$ cat src/rtl/msi_ring_pkg.sv
package msi_ring_pkg;

    localparam int RING_OFFS_W  = 18;
    localparam int RING_CODE_W  = 2;
    localparam int RING_MIN_SH  = 15;
    localparam int RING_ENTRY_B = 16;

    // register word addresses
    localparam logic [2:0] REG_CTRL    = 3'd0;
    localparam logic [2:0] REG_BASE_HI = 3'd3;
    localparam logic [2:0] REG_BASE_LO = 3'd4;
    localparam logic [2:0] REG_RD_OFS  = 3'd5;
    localparam logic [2:0] REG_WR_OFS  = 3'd6;

    // control bit positions
    localparam int CB_RUN   = 0;
    localparam int CB_FULL  = 1;
    localparam int CB_IRQ   = 3;
    localparam int CB_STOP  = 4;
    localparam int CB_SIZE  = 8;
    localparam int CB_OVF   = 15;

    typedef struct packed {
        logic                   ovf;
        logic [RING_CODE_W-1:0] size;
        logic                   stop_en;
        logic                   irq_en;
        logic                   full_en;
        logic                   run;
    } ctrl_t;

    typedef enum logic {ENG_IDLE, ENG_WRITE} eng_state_e;

endpackage

$ cat src/rtl/msi_ring_size_dec.sv
module msi_ring_size_dec #(
    parameter int OFFS_W      = 18,
    parameter int CODE_W      = 2,
    parameter int MIN_SHIFT   = 15,
    parameter int ENTRY_SHIFT = 4
) (
    input  logic [CODE_W-1:0] code,
    output logic [OFFS_W-1:0] mask
);
    localparam int N_CODES = 1 << CODE_W;
    localparam logic [OFFS_W-1:0] LOW_CLR = ~OFFS_W'((64'd1 << ENTRY_SHIFT) - 64'd1);

    logic [OFFS_W-1:0] per_code [N_CODES];

    genvar g;
    generate
        for (g = 0; g < N_CODES; g++) begin : g_code
            localparam int SHIFT = MIN_SHIFT + g;
            assign per_code[g] = OFFS_W'((64'd1 << SHIFT) - 64'd1) & LOW_CLR;
        end
    endgenerate

    assign mask = per_code[code];
endmodule

$ cat src/rtl/msi_ring_ptr_math.sv
module msi_ring_ptr_math #(
    parameter int OFFS_W      = 18,
    parameter int ENTRY_BYTES = 16
) (
    input  logic [OFFS_W-1:0] wr,
    input  logic [OFFS_W-1:0] rd,
    input  logic [OFFS_W-1:0] mask,
    output logic [OFFS_W-1:0] wr_cur,
    output logic [OFFS_W-1:0] wr_nxt,
    output logic [OFFS_W-1:0] rd_nxt,
    output logic              empty,
    output logic              full
);
    localparam logic [OFFS_W-1:0] STEP = OFFS_W'(ENTRY_BYTES);

    logic [OFFS_W-1:0] rd_cur;

    always_comb begin
        wr_cur = wr & mask;
        rd_cur = rd & mask;
        wr_nxt = (wr_cur + STEP) & mask;
        rd_nxt = (rd_cur + STEP) & mask;
        empty  = (wr_cur == rd_cur);
        full   = (wr_nxt == rd_cur);
    end
endmodule

$ cat src/rtl/msi_ring_wr_eng.sv
module msi_ring_wr_eng
    import msi_ring_pkg::*;
#(
    parameter int ADDR_W = 64,
    parameter int DATA_W = 32,
    parameter int OFFS_W = 18,
    parameter int LINE_W = 128
) (
    input  logic              clk,
    input  logic              rst_n,
    input  logic              accept_ok,
    input  logic              msg_valid,
    input  logic [DATA_W-1:0] msg_data,
    output logic              msg_ready,
    input  logic [ADDR_W-1:0] base,
    input  logic [OFFS_W-1:0] wr_cur,
    output logic              mem_valid,
    output logic [ADDR_W-1:0] mem_addr,
    output logic [LINE_W-1:0] mem_data,
    input  logic              mem_ready,
    output logic              done
);
    typedef struct packed {
        eng_state_e        state;
        logic [ADDR_W-1:0] addr;
        logic [DATA_W-1:0] data;
    } eng_t;

    eng_t eng_d, eng_q;

    always_comb begin
        eng_d     = eng_q;
        done      = 1'b0;
        msg_ready = (eng_q.state == ENG_IDLE) && accept_ok;
        case (eng_q.state)
            ENG_IDLE: begin
                if (msg_valid && msg_ready) begin
                    eng_d.state = ENG_WRITE;
                    eng_d.addr  = base + ADDR_W'(wr_cur);
                    eng_d.data  = msg_data;
                end
            end
            ENG_WRITE: begin
                if (mem_ready) begin
                    done        = 1'b1;
                    eng_d.state = ENG_IDLE;
                end
            end
            default: eng_d.state = ENG_IDLE;
        endcase
    end

    always_ff @(posedge clk or negedge rst_n) begin
        if (!rst_n) eng_q <= '0;
        else        eng_q <= eng_d;
    end

    assign mem_valid = (eng_q.state == ENG_WRITE);
    assign mem_addr  = eng_q.addr;
    assign mem_data  = LINE_W'(eng_q.data);
endmodule

$ cat src/rtl/msi_ring_ctrl.sv
module msi_ring_ctrl
    import msi_ring_pkg::*;
#(
    parameter int ADDR_W    = 64,
    parameter int DATA_W    = 32,
    parameter int REG_AW    = 3,
    parameter int REG_DW    = 32,
    parameter int OFFS_W    = RING_OFFS_W,
    parameter int CODE_W    = RING_CODE_W,
    parameter int MIN_SHIFT = RING_MIN_SH,
    parameter int LINE_W    = 128
) (
    input  logic              clk,
    input  logic              rst_n,
    input  logic              reg_we,
    input  logic [REG_AW-1:0] reg_addr,
    input  logic [REG_DW-1:0] reg_wdata,
    output logic [REG_DW-1:0] reg_rdata,
    input  logic              msg_valid,
    input  logic [DATA_W-1:0] msg_data,
    output logic              msg_ready,
    output logic              mem_valid,
    output logic [ADDR_W-1:0] mem_addr,
    output logic [LINE_W-1:0] mem_data,
    input  logic              mem_ready,
    output logic              irq
);
    localparam int ENTRY_SHIFT = $clog2(RING_ENTRY_B);

    typedef struct packed {
        ctrl_t             ctrl;
        logic [REG_DW-1:0] base_hi;
        logic [REG_DW-1:0] base_lo;
        logic [OFFS_W-1:0] rd;
        logic [OFFS_W-1:0] wr;
    } ring_t;

    ring_t ring_d, ring_q;

    logic [OFFS_W-1:0] size_mask;
    logic [OFFS_W-1:0] wr_cur, wr_nxt, rd_nxt;
    logic              q_empty, q_full;
    logic              accept_ok, eng_done, sw_rd_wr;
    logic [ADDR_W-1:0] base_addr;

    // plain views for the bound checker
    logic              ctrl_run, ctrl_ovf;
    logic [OFFS_W-1:0] rd_ofs_q, wr_ofs_q;
    logic              unused_wdata;

    msi_ring_size_dec #(
        .OFFS_W(OFFS_W), .CODE_W(CODE_W),
        .MIN_SHIFT(MIN_SHIFT), .ENTRY_SHIFT(ENTRY_SHIFT)
    ) u_size (
        .code(ring_q.ctrl.size),
        .mask(size_mask)
    );

    msi_ring_ptr_math #(
        .OFFS_W(OFFS_W), .ENTRY_BYTES(RING_ENTRY_B)
    ) u_ptr (
        .wr(ring_q.wr), .rd(ring_q.rd), .mask(size_mask),
        .wr_cur(wr_cur), .wr_nxt(wr_nxt), .rd_nxt(rd_nxt),
        .empty(q_empty), .full(q_full)
    );

    assign base_addr = ADDR_W'({ring_q.base_hi, ring_q.base_lo});
    assign accept_ok = ring_q.ctrl.run &&
                       !(ring_q.ctrl.full_en && ring_q.ctrl.stop_en && q_full);

    msi_ring_wr_eng #(
        .ADDR_W(ADDR_W), .DATA_W(DATA_W), .OFFS_W(OFFS_W), .LINE_W(LINE_W)
    ) u_eng (
        .clk(clk), .rst_n(rst_n),
        .accept_ok(accept_ok),
        .msg_valid(msg_valid), .msg_data(msg_data), .msg_ready(msg_ready),
        .base(base_addr), .wr_cur(wr_cur),
        .mem_valid(mem_valid), .mem_addr(mem_addr), .mem_data(mem_data),
        .mem_ready(mem_ready),
        .done(eng_done)
    );

    assign sw_rd_wr = reg_we && (reg_addr == REG_AW'(REG_RD_OFS));

    always_comb begin
        ring_d = ring_q;
        if (reg_we) begin
            if (reg_addr == REG_AW'(REG_CTRL)) begin
                ring_d.ctrl.run     = reg_wdata[CB_RUN];
                ring_d.ctrl.full_en = reg_wdata[CB_FULL];
                ring_d.ctrl.irq_en  = reg_wdata[CB_IRQ];
                ring_d.ctrl.stop_en = reg_wdata[CB_STOP];
                ring_d.ctrl.size    = reg_wdata[CB_SIZE +: CODE_W];
                if (reg_wdata[CB_OVF]) ring_d.ctrl.ovf = 1'b0;
            end else if (reg_addr == REG_AW'(REG_BASE_HI)) begin
                ring_d.base_hi = reg_wdata;
            end else if (reg_addr == REG_AW'(REG_BASE_LO)) begin
                ring_d.base_lo = reg_wdata;
            end else if (sw_rd_wr) begin
                ring_d.rd = reg_wdata[OFFS_W-1:0] & size_mask;
            end
        end
        // entry landed in memory: publish it, drop oldest on overflow
        if (eng_done) begin
            ring_d.wr = wr_nxt;
            if (ring_q.ctrl.full_en && q_full) begin
                ring_d.ctrl.ovf = 1'b1;
                if (!sw_rd_wr) ring_d.rd = rd_nxt;
            end
        end
    end

    always_ff @(posedge clk or negedge rst_n) begin
        if (!rst_n) ring_q <= '0;
        else        ring_q <= ring_d;
    end

    always_comb begin
        reg_rdata = '0;
        if (reg_addr == REG_AW'(REG_CTRL)) begin
            reg_rdata[CB_RUN]            = ring_q.ctrl.run;
            reg_rdata[CB_FULL]           = ring_q.ctrl.full_en;
            reg_rdata[CB_IRQ]            = ring_q.ctrl.irq_en;
            reg_rdata[CB_STOP]           = ring_q.ctrl.stop_en;
            reg_rdata[CB_SIZE +: CODE_W] = ring_q.ctrl.size;
            reg_rdata[CB_OVF]            = ring_q.ctrl.ovf;
        end else if (reg_addr == REG_AW'(REG_BASE_HI)) begin
            reg_rdata = ring_q.base_hi;
        end else if (reg_addr == REG_AW'(REG_BASE_LO)) begin
            reg_rdata = ring_q.base_lo;
        end else if (reg_addr == REG_AW'(REG_RD_OFS)) begin
            reg_rdata = REG_DW'(ring_q.rd);
        end else if (reg_addr == REG_AW'(REG_WR_OFS)) begin
            reg_rdata = REG_DW'(wr_cur);
        end
    end

    assign irq = ring_q.ctrl.run && ring_q.ctrl.irq_en && !q_empty;

    assign ctrl_run     = ring_q.ctrl.run;
    assign ctrl_ovf     = ring_q.ctrl.ovf;
    assign rd_ofs_q     = ring_q.rd;
    assign wr_ofs_q     = ring_q.wr;
    assign unused_wdata = ^reg_wdata;
endmodule

$ cat config.mk
export PLATFORM = sky130hd
export DESIGN_NAME = msi_ring_ctrl
export DESIGN_NICKNAME = d
export VERILOG_FILES = /design/src/rtl/msi_ring_pkg.sv /design/src/rtl/msi_ring_size_dec.sv /design/src/rtl/msi_ring_ptr_math.sv /design/src/rtl/msi_ring_wr_eng.sv /design/src/rtl/msi_ring_ctrl.sv
export SDC_FILE = /design/constraint.sdc
export NUM_CORES = 1
export LEC_CHECK = 0
export BUFFER_PORTS_ARGS = -buffer_cell sky130_fd_sc_hd__buf_2
export CORE_MARGIN = 1
export CORE_UTILIZATION = 54
export DETAILED_ROUTE_END_ITERATION = 8
export HOLD_SLACK_MARGIN = 0.08
export PLACE_DENSITY = 0.81
export SLEW_MARGIN = 10
export SYNTH_ARGS = -nofsm -noshare
export SYNTH_HDL_FRONTEND = slang
export SYNTH_SLANG_ARGS = --single-unit
$ cat constraint.sdc
create_clock -name clk -period 3.74 [get_ports clk]
set_input_delay 0.748 -clock clk [delete_from_list [all_inputs] [get_ports clk]]
set_output_delay 0.748 -clock clk [all_outputs]
set_load 0.02 [all_outputs]
==> out/results.ini, run 1 <==
[run_status]
outcome = finished clean

[floorplanning]
die_h_um = 149
die_width_um = 149
core_um2 = 21100
io_pins = 299
start_util_pct = 55.2
fp-row-count = 53
dieArea_um2 = 22200

[routing]
ant_nets = 0
drt-total-wl_um = 30500
route.detailed.drc = 0
met3_length_um = 2820
drtIter0Drc = 848
wl_met1_um = 12200
vias = 9437
drtPass1Iterations = 6
route.met2.wl_um = 14600
highest_layer = met4
routed_via_density = 5.80
wl_per_cell_um = 18.8

[clocking]
cts_hold_buf = 0
worst_skew_pair.late_latency_ns = 0.44
clkSinkCount = 200
cts_tree = done
cts_root_buffer = clkbuf_16
htreeDepth = 4
cts_made_buffers = 17
clk_path_buf_depth = 2
clk_pin_slew_ns = 0.07

[timing]
setup_viol = 0
fin_ws_ns = 0.142
finClkSkew_ns = 0.0144
tightest_slew_ns = 0.970
finalSetupTns_ns = 0
relSlewSlack_pct = 35.1
slew_violations = 0
fin_crit_ns = 3.60
finalCritPeriodShare_pct = 96.2
fmax_mhz = 278
final-hold-violation-count = 0
hold_ws_ns = 0.374
rsz0062_at_grt = false

[logic_synthesis]
yosysWarningCount = 0
netlist_area_um2 = 11600
synth_seq_area_share_pct = 43.0
synth_enable_flop_cells = 0
netlist_instances = 1150
synth.avg_cell_area_um2 = 10.1
async_flop_share_pct = 100
synth_ff_type = dfrtp_1
ys_ff_latch = 200
synth_cell_type_count = 75

[placement]
globalplace.congestion = 0.959
pre_cts_ws_ns = 0.362
io_buffers = 202
dpl_cell_area_um2 = 12600
place_hpwl_um = 22400

[setup_path]
r2r_slack_ns = 0.35
timing.rr.start = ring_q[105]
cp.required_ns = 2.99
worstPathMaxFanout = 7
endpoint_kind = output port
worstSetupStartpoint = wr_ofs_q[4]
path_class = flip-flop to output port
worstPathArrival_ns = 2.85
cpPeakStageDelay_ns = 0.53
critPathSlowestCell = or4_1
path_cells = ha_4 > nand4_2 > or4_1 > a211oi_2 > nand4_4 > o311a_1 > buf_2
startpoint_type = flip-flop

[power_and_ir_drop]
power_mw = 8.62
leakagePower_nw = 6.11
p_per_area_nw_per_um2 = 653
ir_worst_vdd_mv = 0.315

[grt]
gr-usage-all-layers_pct = 27.5
grt_overflow_total = 0
grt_antenna_before_repair = 0
grt_max_degree = 92
grt_pass1_vias = 8725
grt_pass1_wl_um = 47000

[cells_and_area]
finalInstanceArea_um2 = 13200
num_antenna_cells = 0
fin_nets = 1428
final_cell_mix = buf_2, dfrtp_1, nand2_1
layout_commonest_cell = buf_2
drive_above_1_share_pct = 28.6
synthToLayoutAreaGrowth_pct = 13.4

[worst_hold_path]
hold_path.class = primary input to async pin

[flow_run]
cap_violations = 0

[through the flow]
| step | instances | utilization [%] |
|---|---|---|
| floorplan | 1245 | - |
| global placement | 1589 | 59.6 |
| detailed placement | 1589 | 59.6 |
| CTS | 1620 | 62.3 |
| global route | 1626 | 62.6 |
| finish | 1626 | 62.6 |
[worst paths after layout]
check | end | cells after the start
setup reg to reg | u_eng.mem_addr[62] | 11
setup / recovery | msg_ready | 7
min in group clk | u_eng.mem_addr[6] | 2
hold reg to reg | u_eng.mem_addr[6] | 2
max in group asynchronous | u_eng.mem_data[24] | 2
hold / removal | rd_ofs_q[0] | 1
[final cells by class]
class	count	area, um2
tap	275	344
clock buffer	19	443
clock inverter	12	109
fill	1718	7890
timing repair buffer	241	1360
multi-input combinational	860	5860
inverter	19	71.3
sequential	200	5010
[state kept, by name (all words and copies together), names as in the netlist]
name and count:
ctrl_ovf 1, u_eng.mem_valid 1, u_eng.mem_data 32, rd_ofs_q 18, wr_ofs_q 14, ring_q 5
base_addr 64, u_eng.mem_addr 64, ctrl_run 1
[synthesized netlist by cell type, types with 17 or more instances]
master      n  area, um2
inv_1      19       71.3
o21ai_0    52        260
o21ai_1    37        185
xor2_1     24        210
dfrtp_1   200       5000
mux2_2     79        890
nand3_1    27        135
a21oi_1    28        140
nor3_1     17       85.1
clkbuf_1   37        139
mux2i_1    21        210
buf_4     100        751
a22o_1     24        210
nor2_1     36        135
nand2_1   131        492
xnor2_1    69        604
nor4_1     24        150
[critical path, delay by kind of cell, from the launching register on]
family,cells,cell delay [ns]
AND/OR/NAND/NOR,3,0.91
AO/OA/AOI/OAI,2,0.68
flip-flops,1,0.46
adder cells (fa/ha/maj),1,0.20
buffers and inverters,1,0.16
[where the power goes]
group / switching [mW] / internal, mW / leakage [nW]
Sequential: 0.660 / 2.89 / 2.44
Combinational: 1.99 / 1.33 / 3.40
Clock: 0.866 / 0.887 / 0.265
Total: 3.51 / 5.11 / 6.11
[cells by family (layout without fill, tap and decap cells)]
group	after synthesis	after routing	share of synthesized area [%]
adders and majority gates	17	17	1.89
AOI/OAI and AO/OA	208	208	11.7
and+or+nand+nor	319	319	13.9
buffers and inverters	185	291	10.0
other	1	96	0.0322
DFF	200	200	43.0
xor gates and xnor gates	94	94	7.20
muxes	126	126	12.3
[repair_timing]
action                                 CTS  global route
endpoints found under the hold margin    0             0
pin swaps                                0             0
gates resized for setup                  3             5
setup endpoints to repair                1             1
buffers inserted                         0             6
[metal layers]
metal,vias to the layer above,GRT usage [%]
li1,4248,-
met1,4547,36.9
met2,560,44.7
met3,82,4.71
met4,0,10.5
met5,-,0
Power figures use the tool's default switching activity.
==> run 2: changes to the inputs <==
ABC_AREA = 1   (was default)
CORE_UTILIZATION = 55   (was 54)
CTS_CLUSTER_DIAMETER = 200   (was default)
==> out/results.ini, run 2 <==
[timing]
setup_viol = 0  ; unchanged
fmax_mhz = 288  ; +3.5%
slew_violations = 0  ; unchanged
hold_ws_ns = 0.351  ; -0.0230 ns
rsz0062_at_grt = false
fin_crit_ns = 3.48  ; -0.122 ns
fin_ws_ns = 0.264  ; +0.122 ns
finalCritPeriodShare_pct = 92.9  ; -3.3 points
relSlewSlack_pct = 33.5  ; -1.6 points
tightest_slew_ns = 0.998  ; +0.0276 ns
finalSetupTns_ns = 0  ; unchanged
final-hold-violation-count = 0  ; unchanged
finClkSkew_ns = 0.0225  ; +0.00812 ns

[logic_synthesis]
synthAdderAreaFrac_pct = 1.69  ; -0.20 points
synthMuxAreaShare_pct = 0  ; -12 points
synth_enable_flop_cells = 0  ; unchanged
yosys-top-cells-count = nand2_1, dfrtp_1, inv_1
synthMostInstantiatedCell = nand2_1
synthXorXnorAreaFrac_pct = 4.83  ; -2.4 points
async_flop_share_pct = 100  ; unchanged
netlist_top_cells_area = dfrtp_1, nand2_1, nand4_1
synth_compound_area_share_pct = 8.18  ; -3.5 points
synth_seq_area_share_pct = 38.3  ; -4.6 points
synth_ff_type = dfrtp_1
synth.avg_cell_area_um2 = 7.03  ; -31%
synth_cell_type_count = 46  ; -39%
netlist_area_um2 = 13100  ; +12%
synth_simple_gate_area_share_pct = 33.6  ; +20 points
synth_top_family_by_area = simple AND/OR/NAND/NOR gates
ys_ff_latch = 200  ; unchanged
synth_top_area_cell = dfrtp_1
yosysTopAreaCellShare_pct = 38.3  ; -4.6 points
netlist_instances = 1858  ; +62%
yosysWarningCount = 0  ; unchanged

[cells_and_area]
finalInstanceArea_um2 = 14600  ; +11%
drive_above_1_share_pct = 13.4  ; -15 points
synthToLayoutAreaGrowth_pct = 12.1
final_cell_count_no_fill = 2356  ; +45%
fin_nets = 2112  ; +48%
layout_commonest_cell = nand2_1
final_util_pct = 62.6  ; about the same
final_cell_mix = nand2_1, buf_2, dfrtp_1

[routing]
vias = 13249  ; +40%
drtIter0Drc = 1824  ; +120%
wl_per_cell_um = 19.0  ; +1.1%
routed_via_density = 5.62  ; -3.1%
ant_nets = 0  ; unchanged
drt-total-wl_um = 44700  ; +46%
route.detailed.drc = 0  ; unchanged
drtPass1Iterations = 7  ; +1

[grt]
grt_pass1_vias = 11495  ; +32%
gr-usage-all-layers_pct = 36.6  ; +9.1 points
grt_antenna_before_repair = 1  ; +1
grt_pass1_wl_um = 67200  ; +43%
grt_overflow_total = 0  ; unchanged
grt_max_degree = 98  ; +6.5%

[clocking]
cts_hold_buf = 0  ; unchanged
worst_skew_pair.late_latency_ns = 0.46  ; +0.02 ns
cts_made_buffers = 17  ; unchanged
clk_path_buf_depth = 2  ; unchanged
post_cts_buffers = 0  ; unchanged
cts_tree = done
cts_root_buffer = clkbuf_16
htreeDepth = 4  ; unchanged
clk_pin_slew_ns = 0.09  ; +0.02 ns
clkSinkCount = 200  ; unchanged

[setup_path]
path_class = flip-flop to output port
r2r_end = u_eng.mem_addr[29]
cpPeakStageDelay_ns = 0.54  ; about the same
path_cells = nand2_2 > nor2_4 > nand3_2 > xor2_1 > nand2_1 > nor2_1 > nand2_1 > nor2_1 > nand4_4 > nand2_1 > inv_1 > buf_2
startpoint_type = flip-flop
worstPathMaxFanout = 7  ; unchanged
cp.required_ns = 2.99  ; about the same
critPathSlowestCell = dfrtp_1
endpoint_kind = output port
r2r_slack_ns = 0.44  ; +0.09 ns
reg2reg_depth = 12  ; +1
timing.rr.start = ring_q[105]
crit_top_cell = nand2_1
worstPathArrival_ns = 2.73  ; -0.12 ns

[power_and_ir_drop]
power_mw = 9.26  ; +7.5%
switching_share_pct = 46.9  ; +6.1 points
p_comb_share_pct = 40.0  ; +1.6 points
p_switching_mw = 4.34  ; +24%
ir_worst_vdd_mv = 0.385  ; +22%
power_frac_clock_pct = 21.2  ; +0.9 points
power_frac_seq_pct = 38.8  ; -2.4 points
p_per_area_nw_per_um2 = 633  ; -3.1%
leakagePower_nw = 8.01  ; +31%
internal-power_mw = 4.92  ; -3.7%

[floorplanning]
dieArea_um2 = 24400  ; +9.9%
io_pins = 299  ; unchanged
die_width_um = 156  ; +4.8%
die_h_um = 156  ; +4.8%
start_util_pct = 55.8  ; +0.56 points
fp-row-count = 56  ; +5.7%
core_um2 = 23400  ; +11%

[flow_run]
cap_violations = 0  ; unchanged

[placement]
globalplace.congestion = 1.02  ; +6.2%
placed_cells = 2323  ; +46%
dpl_cell_area_um2 = 14000  ; +11%
pre_cts_ws_ns = 0.533  ; +0.171 ns
place_hpwl_um = 34200  ; +53%
io_buffers = 202  ; unchanged

[worst_hold_path]
hold_path.class = primary input to async pin

[run_status]
outcome = finished clean

[run 2: cells by family after synthesis]
kind of cell,Yosys count
xor gates and xnor gates,72
other,1
adders and majority gates,17
DFF,200
buffers and inverters,357
and+or+nand+nor,1015
AOI/OAI and AO/OA,196
[run 2: layout make-up]
class,instances,area (um2)
repair buffers,226,1240
flip-flops and latches,200,5000
multi-input cells,1396,6700
clock buffers,17,425
diodes,1,2.50
fillers,2216,8760
clock inverters,15,190
inverters,182,683
well taps,319,399
[run 2: power groups by stage]
stage / Clock [mW] / Combinational (mW) / Sequential, mW
CTS: 1.97 / 3.66 / 3.55
floorplan: 0 / 1.93 / 3.94
detailed placement: 0 / 3.65 / 3.59
global placement: 0 / 3.59 / 3.59
finish: 1.96 / 3.71 / 3.59
global route: 2.04 / 4.07 / 3.66
[run 2: worst max-delay path by stage]
stage,startpoint,cells after the start,slack [ns],to
after floorplan,reg_addr[2],7,0.86,reg_rdata[10]
after global placement,wr_ofs_q[4],13,0.56,u_eng.mem_valid
after detailed placement,wr_ofs_q[4],13,0.53,u_eng.mem_valid
after CTS,wr_ofs_q[6],12,0.17,msg_ready
after global routing,wr_ofs_q[5],14,0.05,msg_ready
final,wr_ofs_q[9],12,0.26,msg_ready
[run 2: worst max-delay path: cells and delay by family, from the launching register on]
family | cells | cell delay [ns]
XOR/XNOR | 1 | 0.30
flip-flops | 1 | 0.54
AND/OR/NAND/NOR | 9 | 1.22
buffers and inverters | 2 | 0.22
[run 2: metal layers]
layer,routed length [um],vias up,track usage (%)
li1,-,6195,-
met1,20400,6187,56.3
met2,18600,798,52.1
met3,5000,69,7.58
met4,803,0,8.54
met5,0,-,0
[run 2: repair_timing]
action | in CTS | in global routing
resized for setup | 0 | 3
endpoints found under the setup margin | 0 | 1
hold endpoints to repair | 0 | 0
